### src/rtl/fsu_pkg.sv
// Package: shared constants and types of the fault syndrome unit.
// Assumes: cause codes fit in CAUSE_W bits of the status word.
package fsu_pkg;
    localparam int CAUSE_W   = 5;
    localparam int STORE_BIT = 10;

    localparam logic [CAUSE_W-1:0] CODE_UNALIGNED = 5'd1;
    localparam logic [CAUSE_W-1:0] CODE_PROT_DATA = 5'd16;
    localparam logic [CAUSE_W-1:0] CODE_PROT_INST = 5'd17;
    localparam logic [CAUSE_W-1:0] CODE_MISS_DATA = 5'd18;
    localparam logic [CAUSE_W-1:0] CODE_MISS_INST = 5'd19;

    localparam logic [1:0] ACC_FETCH = 2'b00;
    localparam logic [1:0] ACC_STORE = 2'b10;

    typedef enum logic [1:0] {
        FK_NONE  = 2'd0,
        FK_UNAL  = 2'd1,
        FK_PROT  = 2'd2,
        FK_MISS  = 2'd3
    } fault_kind_e;
endpackage

### src/rtl/fsu_classify.sv
// Module: picks the winning fault kind and builds the status word.
// Assumes: STAT_W > STORE_BIT and SYN_LSB >= CAUSE_W; purely combinational.
module fsu_classify
    import fsu_pkg::*;
#(
    parameter int SYN_W   = 7,
    parameter int SYN_LSB = 5,
    parameter int STAT_W  = SYN_LSB + SYN_W
) (
    input  logic              unal,
    input  logic              prot,
    input  logic              miss,
    input  logic [1:0]        acc,
    input  logic              syn_valid,
    input  logic [SYN_W-1:0]  syn_bits,
    output fault_kind_e       kind,
    output logic [STAT_W-1:0] status
);
    logic is_fetch;
    logic is_store;

    assign is_fetch = (acc == ACC_FETCH);
    assign is_store = (acc == ACC_STORE);

    // Fixed priority: misaligned, then permission, then miss.
    always_comb begin
        if (unal)      kind = FK_UNAL;
        else if (prot) kind = FK_PROT;
        else if (miss) kind = FK_MISS;
        else           kind = FK_NONE;
    end

    // Status word assembly; unwritten bits stay zero.
    always_comb begin
        status = '0;
        case (kind)
            FK_UNAL: begin
                status[CAUSE_W-1:0] = CODE_UNALIGNED;
                if (syn_valid) status[SYN_LSB +: SYN_W] = syn_bits;
            end
            FK_PROT: begin
                status[CAUSE_W-1:0] = is_fetch ? CODE_PROT_INST : CODE_PROT_DATA;
                status[STORE_BIT]   = is_store;
            end
            FK_MISS: begin
                status[CAUSE_W-1:0] = is_fetch ? CODE_MISS_INST : CODE_MISS_DATA;
                status[STORE_BIT]   = is_store;
            end
            default: status = '0;
        endcase
    end
endmodule

### src/rtl/fsu_xlate.sv
// Module: physical page, permission and secure attribute for one access.
// Assumes: PAGE_BITS < ADDR_W; bases are page aligned or their offsets are ignored.
module fsu_xlate
    import fsu_pkg::*;
#(
    parameter int ADDR_W    = 32,
    parameter int PAGE_BITS = 12
) (
    input  logic              enable,
    input  logic [ADDR_W-1:0] vaddr,
    input  logic [1:0]        acc,
    input  logic              hit,
    input  logic [ADDR_W-1:0] ent_vbase,
    input  logic [ADDR_W-1:0] ent_pbase,
    input  logic [2:0]        ent_prot,
    input  logic              ns_i,
    input  logic              ns_d,
    output logic [ADDR_W-1:0] paddr,
    output logic [2:0]        prot,
    output logic              secure
);
    localparam logic [ADDR_W-1:0] PG_MASK =
        {{(ADDR_W-PAGE_BITS){1'b1}}, {PAGE_BITS{1'b0}}};

    logic [ADDR_W-1:0] vpage;
    logic [ADDR_W-1:0] mapped;

    assign vpage  = vaddr & PG_MASK;
    assign mapped = ent_pbase + vpage - ent_vbase;

    // Select identity, mapped or empty translation.
    always_comb begin
        if (!enable) begin
            paddr = vpage;
            prot  = 3'b111;
        end else if (hit) begin
            paddr = mapped & PG_MASK;
            prot  = ent_prot;
        end else begin
            paddr = '0;
            prot  = 3'b000;
        end
    end

    // Secure attribute from the port that carries the access.
    always_comb begin
        secure = (acc == ACC_FETCH) ? !ns_i : !ns_d;
    end
endmodule

### src/rtl/fsu_capture.sv
// Module: address/status capture, request pulse, probe and nested-fault handling.
// Assumes: kind and status come from fsu_classify in the same cycle as valid.
module fsu_capture
    import fsu_pkg::*;
#(
    parameter int ADDR_W = 32,
    parameter int STAT_W = 12
) (
    input  logic              clk,
    input  logic              rst_n,
    input  logic              valid,
    input  fault_kind_e       kind,
    input  logic [STAT_W-1:0] status,
    input  logic [ADDR_W-1:0] addr,
    input  logic              probe,
    input  logic              ack,
    output logic [ADDR_W-1:0] ear_q,
    output logic [STAT_W-1:0] esr_q,
    output logic              req_q,
    output logic              pfail_q,
    output logic              rec_q
);
    logic pend_q;
    logic is_tr;

    assign is_tr = (kind == FK_PROT) || (kind == FK_MISS);

    // Capture registers and one-cycle pulses; a new fault's pending set wins over ack.
    always_ff @(posedge clk) begin
        if (!rst_n) begin
            ear_q   <= '0;
            esr_q   <= '0;
            req_q   <= 1'b0;
            pfail_q <= 1'b0;
            rec_q   <= 1'b0;
            pend_q  <= 1'b0;
        end else begin
            req_q   <= 1'b0;
            pfail_q <= 1'b0;
            if (ack) pend_q <= 1'b0;
            if (valid && kind == FK_UNAL) begin
                ear_q <= addr;
                esr_q <= status;
                req_q <= 1'b1;
            end else if (valid && is_tr) begin
                if (probe) begin
                    pfail_q <= 1'b1;
                end else if (pend_q) begin
                    rec_q <= 1'b1;
                end else begin
                    ear_q  <= addr;
                    esr_q  <= status;
                    req_q  <= 1'b1;
                    pend_q <= 1'b1;
                end
            end
        end
    end
endmodule

### src/rtl/fault_syndrome_unit.sv
// Module: top of the memory fault syndrome capture unit.
// Assumes: one fault report per valid pulse; translation side path is combinational.
module fault_syndrome_unit
    import fsu_pkg::*;
#(
    parameter int ADDR_W    = 32,
    parameter int PAGE_BITS = 12,
    parameter int SYN_W     = 7,
    parameter int SYN_LSB   = 5,
    parameter int STAT_W    = SYN_LSB + SYN_W
) (
    input  logic              clk,
    input  logic              rst_n,
    input  logic              flt_valid,
    input  logic              flt_unaligned,
    input  logic              flt_prot,
    input  logic              flt_miss,
    input  logic [1:0]        flt_acc,
    input  logic [ADDR_W-1:0] flt_addr,
    input  logic              flt_probe,
    input  logic              syn_valid,
    input  logic [SYN_W-1:0]  syn_bits,
    input  logic              exc_ack,
    output logic [ADDR_W-1:0] ear,
    output logic [STAT_W-1:0] esr,
    output logic              exc_req,
    output logic              probe_fail,
    output logic              recursive_fault,
    input  logic              xl_enable,
    input  logic [ADDR_W-1:0] xl_vaddr,
    input  logic [1:0]        xl_acc,
    input  logic              xl_hit,
    input  logic [ADDR_W-1:0] xl_ent_vbase,
    input  logic [ADDR_W-1:0] xl_ent_pbase,
    input  logic [2:0]        xl_ent_prot,
    input  logic              ns_iport,
    input  logic              ns_dport,
    output logic [ADDR_W-1:0] xl_paddr,
    output logic [2:0]        xl_prot,
    output logic              xl_secure
);
    fault_kind_e       kind;
    logic [STAT_W-1:0] status;

    fsu_classify #(.SYN_W(SYN_W), .SYN_LSB(SYN_LSB), .STAT_W(STAT_W)) u_cls (
        .unal      (flt_unaligned),
        .prot      (flt_prot),
        .miss      (flt_miss),
        .acc       (flt_acc),
        .syn_valid (syn_valid),
        .syn_bits  (syn_bits),
        .kind      (kind),
        .status    (status)
    );

    fsu_capture #(.ADDR_W(ADDR_W), .STAT_W(STAT_W)) u_cap (
        .clk     (clk),
        .rst_n   (rst_n),
        .valid   (flt_valid),
        .kind    (kind),
        .status  (status),
        .addr    (flt_addr),
        .probe   (flt_probe),
        .ack     (exc_ack),
        .ear_q   (ear),
        .esr_q   (esr),
        .req_q   (exc_req),
        .pfail_q (probe_fail),
        .rec_q   (recursive_fault)
    );

    fsu_xlate #(.ADDR_W(ADDR_W), .PAGE_BITS(PAGE_BITS)) u_xl (
        .enable    (xl_enable),
        .vaddr     (xl_vaddr),
        .acc       (xl_acc),
        .hit       (xl_hit),
        .ent_vbase (xl_ent_vbase),
        .ent_pbase (xl_ent_pbase),
        .ent_prot  (xl_ent_prot),
        .ns_i      (ns_iport),
        .ns_d      (ns_dport),
        .paddr     (xl_paddr),
        .prot      (xl_prot),
        .secure    (xl_secure)
    );
endmodule

### config.mk
export PLATFORM = sky130hd
export DESIGN_NAME = fault_syndrome_unit
export DESIGN_NICKNAME = d
export VERILOG_FILES = /design/src/rtl/fsu_pkg.sv /design/src/rtl/fsu_classify.sv /design/src/rtl/fsu_xlate.sv /design/src/rtl/fsu_capture.sv /design/src/rtl/fault_syndrome_unit.sv
export SDC_FILE = /design/constraint.sdc
export NUM_CORES = 1
export LEC_CHECK = 0
export CAP_MARGIN = 20
export CORE_UTILIZATION = 45
export CTS_CLUSTER_SIZE = 10
export DETAILED_ROUTE_END_ITERATION = 6
export DONT_BUFFER_PORTS = 1
export PLACE_DENSITY_LB_ADDON = 0.12
export SYNTH_ARGS = -nofsm -noshare
export SYNTH_HDL_FRONTEND = slang
export SYNTH_SLANG_ARGS = --single-unit
export TNS_END_PERCENT = 1
### constraint.sdc
create_clock -name clk -period 6 [get_ports clk]
set_input_delay 1.2 -clock clk [delete_from_list [all_inputs] [get_ports clk]]
set_output_delay 1.2 -clock clk [all_outputs]
set_load 0.02 [all_outputs]
# [After elaboration in Yosys (flattened, before gate mapping)]
# Index checks and enable logic that the tools add are counted.
[totals] ff_bits=48 latch_bits=0 mem_bits_rw=0 mem_bits_ro=0 in_bits=155 output_inout_bits=83 wordCells=63 n_memories=0
[op_classes] n_addsub=2 multipliers=0 div_mod_pow=0 n_lt_le_gt_ge=0 n_eq_ne=6 shifts=0 n_mux=33 n_bitwise=4 n_reduce_logical=12
[ops] op="32-bit 2-to-1 mux" n=6
[ops] op="12-bit 2-to-1 mux" n=4
[ops] op="32-bit adder" n=1
[ops] op="32-bit subtractor" n=1
[ops] op="5-bit one-hot mux with 3 select lines" n=1
[ops] op="1-bit 2-to-1 mux" n=14
[ops] op="7-bit 2-to-1 mux" n=1
[ops] op="2-bit == test, second input constant" n=3
[ops] op="2-bit 2-to-1 mux" n=3
[ops] op="3-bit 2-to-1 mux" n=2
[ops] op="5-bit 2-to-1 mux" n=1
[ops] op="2-bit logical NOT" n=2
[ops] op="1-bit NOT" n=4
[ops] op="4-bit AND reduction" n=1
[ops] op="3-bit AND reduction" n=1
[ops] op="3-bit OR reduction" n=1
[ops] op="2-bit by 1-bit == test with 1-bit output, second input constant" n=1
[ops] op="1-bit logical AND" n=2
[ops] op="1-bit logical NOT" n=2
[ops] op="2-bit by 1-bit inequality test with 1-bit output, second input constant" n=1
[ops] op="2-bit inequality test, second input constant" n=1
[ops] op="1-bit one-hot mux with 2 select lines" n=1
[ops] op="2-bit nonzero test" n=1
[ops] op="2-bit OR reduction" n=1
[ops] op="1-bit logical OR" n=1

# [Logic depth before layout (Yosys ltp)]
[logic_depth] ltp_word=10 ltp_mapped=12 ltp_nobuf=11

# [Cells and area by module]
# A second synthesis with hierarchy kept.
[hier_totals] hier_cells=650 hier_area_um2=5163.7
[modules_own_cells] module="fsu_xlate" n_inst=1 cells_each=423 area_per_inst_um2=3040.4 seq_area_each_um2=0.0
[modules_own_cells] module="fsu_capture" n_inst=1 cells_each=206 area_per_inst_um2=1993.2 seq_area_each_um2=960.9
[modules_own_cells] module="fsu_classify" n_inst=1 cells_each=21 area_per_inst_um2=130.1 seq_area_each_um2=0.0

# [Worst setup path after synthesis]
# Ideal clock, no wire load.
[synth_path] kind="input to output" from="in xl_vaddr[15]" to="out xl_paddr[23]" arrival_time_ns=3.731 required_time_ns=4.800 setup_slack_ns=1.069 path_stages=11 n_path_buf=1 cell_sequence="inv_1 > fa_1 > inv_1 > ha_1 > clkbuf_1 > and4_1 > nand3_1 > o21ai_0 > o21bai_1 > and3_1 > o32ai_1"
[synth_via] elab_chain_len=4
[synth_rtl] element="start: declaration" line_no="fault_syndrome_unit.sv:30" text="input logic [ADDR_W-1:0] xl_vaddr,"
[synth_rtl] element="32-bit adder" line_no="fsu_xlate.sv:29" text="assign mapped = ent_pbase + vpage - ent_vbase;"
[synth_rtl] element="32-bit subtractor" line_no="fsu_xlate.sv:29"
[synth_rtl] element="32-bit 2-to-1 mux" line_no="fsu_xlate.sv:36" text="end else if (hit) begin"
[synth_rtl] element="32-bit 2-to-1 mux" line_no="fsu_xlate.sv:33" text="if (!enable) begin"
[synth_rtl] element="end: declaration" line_no="fault_syndrome_unit.sv:38" text="output logic [ADDR_W-1:0] xl_paddr,"
# No other way between the ends.

# [Final worst setup path]
[layout_path] from="in xl_vaddr[13]" to="out xl_paddr[26]"
# Same word-level chain as after synthesis.

==> out/qor.yml <==
outcome: "complete, no violations"
grtUsageMet2: 0.376
postCtsSetupBuffers: 0
p_sw_uw: 436
yosysSeqAreaShare: 0.207
yosys-top-cells-area: "dfxtp_1 21%, ha_1 11%, nand2_1 9.0%"
antenna_found_initial: 0
rows: 35
grt_use_total: 0.208
yosys.area.top_type_share: 0.207
tightest_slew_ns: 0.775
drt_pass1_iterations: 4
synth_common_cells: "107 x nand2_1, 88 x inv_1, 46 x dfxtp_1"
crit_chain: "inv_1 > fa_1 > inv_1 > ha_1 > a21oi_1 > o21ai_0 > a31oi_1 > o21ai_0 > a21oi_1 > a21oi_1 > o211ai_1"
finalWorstSetupSlack_ns: 0.700
grt_pass1_wl_microns: 17300
cts.sinks: 46
fmax_mhz: 189
async_flop_share: 0
synth-main-ff-cell: "dfxtp_1"
numCtsBuffers: 5
io_pins: 238
synth_cells: 612
die_h_microns: 102
p_leak_uw: 0.00207
relSlewSlack: 0.483
min_from: "u_cap.pend_q"
grt_max_degree: 47
r2r_cells: 5
cp.arrival_ns: 4.10
initial_utilization: 0.473
syn_to_final_growth_pct: 2.39
hold_viol_final: 0
finClkSkew_ns: 0.0115
grtUsageMet3: 0.0518
cp_slowest_cell: "a21oi_1"
start_kind: "primary input"
period_share: 0.883
rsz0062_at_grt: "no"
path_common_cell: "a21oi_1"
p_total_uw: 1020
swShare: 0.428
clockPowerShare: 0.194
post_synth_num_cell_types: 51
wl_per_cell_microns: 15.4
path_max_fanout: 7
combPwrFrac: 0.462
fin_tns_setup_ns: 0
portBuffers: 0
busiest_layer: "met2"
pre_cts_slack_ns: 0.708
drt-initial-drc-count: 165
cp.required_ns: 4.80
regToRegStartpoint: "u_cap.pend_q"
min_to: "u_cap.rec_q"
path_clk_slew_ns: 0.09
path_delay_family: "compound AO/OA/AOI/OAI gates"
grt.met1_usage: 0.253
ant_nets: 0
synth_top_area_cell: "dfxtp_1"
dpl.hpwl_microns: 9070
clkLatencyLatePin_ns: 0.29
grt_overflow: 0
critical_path.max_stage_delay_ns: 0.61
finalSetupViolCount: 0
drcViolationCount: 0
via_per_inst: 5.56
place_congestion: 0.872
r2r_end: "u_cap.esr_q[6]"
fillCellCount: 999
placed_area_sq_mm: 0.00447
diodes: 0
drive_above_1_share: 0.0270
power_per_cell_area_mw_per_mm2: 223
synth_seq_cells: 46
htreeDepth: 2
cts_root_buf: "clkbuf_8"
cts_tree: "done"
cts_resized: 0
r2r_slack_ns: 3.73
yosys_warnings: 0
clockBufferDepth: 2
yosysMostFrequentCell: "nand2_1"
ir_drop_mv: 0.154
period_needed_ns: 5.30
slew_violations: 0
crit_type: "in -> out"
p_int_uw: 583
crit_buf_inv: 2
hold_path_class: "reg -> reg"
holdBufCountCts: 0
fin_area_sq_mm: 0.00456
crit_cells: 11
core_sq_mm: 0.00942
drt_wl_total_microns: 11100
grt_pass1_vias: 3685
syn_area_sq_mm: 0.00446
vias: 4008
syn_avg_cell_area_sq_um: 7.28
fp.dieW_microns: 102
cap_violations: 0
die_area_sq_mm: 0.0103
whs_path_depth: 2
synth_edf_count: 0
layout.nets: 805
seq_power_share: 0.344
cp-end-kind: "output pin"
metal layers:
metal / vias to the layer above / part of all wire
met5: - / 0
met4: 0 / 0.0061
met3: 6 / 0.084
met2: 151 / 0.51
met1: 1860 / 0.40
li1: 1991 / -
registers in the layout, indices dropped and copies added, names as in the netlist:
signal and cells:
u_cap.rec_q 1, u_cap.esr_q 10, u_cap.ear_q 32, u_cap.pend_q 1
u_cap.req_q 1, u_cap.pfail_q 1
worst register-to-register path: cells and delay by family (launching register included):
kind,cells,cell delay (ns)
AOI/OAI and AO/OA,1,0.20
buffers and inverters,1,0.38
DFF,1,0.33
and+or+nand+nor,3,1.27
per-stage QoR:
step,hold slack [ns],util,instances
global route,0.580,0.485,721
detailed placement,0.530,0.475,713
floorplan,0.495,-,625
finish,0.547,0.485,721
global placement,0.517,0.475,713
CTS,0.550,0.485,721
area by class of cell:
class / count / area, sq um / share of cell area
tap: 129 / 161 / 0.0354
multi-input combinational: 446 / 3030 / 0.663
inverter: 88 / 330 / 0.0724
clock inverter: 1 / 8.76 / 0.00192
sequential: 46 / 921 / 0.202
clock buffer: 7 / 86.3 / 0.0189
timing repair buffer: 4 / 30.0 / 0.00658
power by group through the flow:
stage	sequential, uW	combinational (uW)	clock (uW)
floorplan	354	391	0
global placement	358	461	0
detailed placement	358	468	0
CTS	351	470	205
global route	353	531	214
finish	350	470	198
how the worst max path moves through the flow:
stage                     slack [ns]         start      endpoint
final                           0.70  xl_vaddr[13]  xl_paddr[26]
after global routing            0.38  xl_vaddr[13]  xl_paddr[26]
after CTS                       0.71  xl_vaddr[13]  xl_paddr[26]
after detailed placement        0.71  xl_vaddr[13]  xl_paddr[26]
after global placement          0.73  xl_vaddr[13]  xl_paddr[26]
after floorplan                 1.07  xl_vaddr[15]  xl_paddr[23]
cells by family after synthesis:
logic type	share of synthesized area
xor gates and xnor gates	0.0295
buffers and inverters	0.126
other	0.000841
and+or+nand+nor	0.202
AOI/OAI and AO/OA	0.232
adders and majority gates	0.198
DFF	0.207
muxes	0.00449
placed cells by master, fill, tap and decap left out, drive strengths merged, types with 8 or more instances in the layout:
cell type  instances
nand2            107
xor2               8
nor3              10
nor2              24
nand4             12
o21ai             21
o22ai             10
a21oi             40
fa                19
a21boi            39
ha                40
inv               89
conb              14
nand3             18
dfxtp             46
Note: power is estimated with default switching activity, not from simulation.
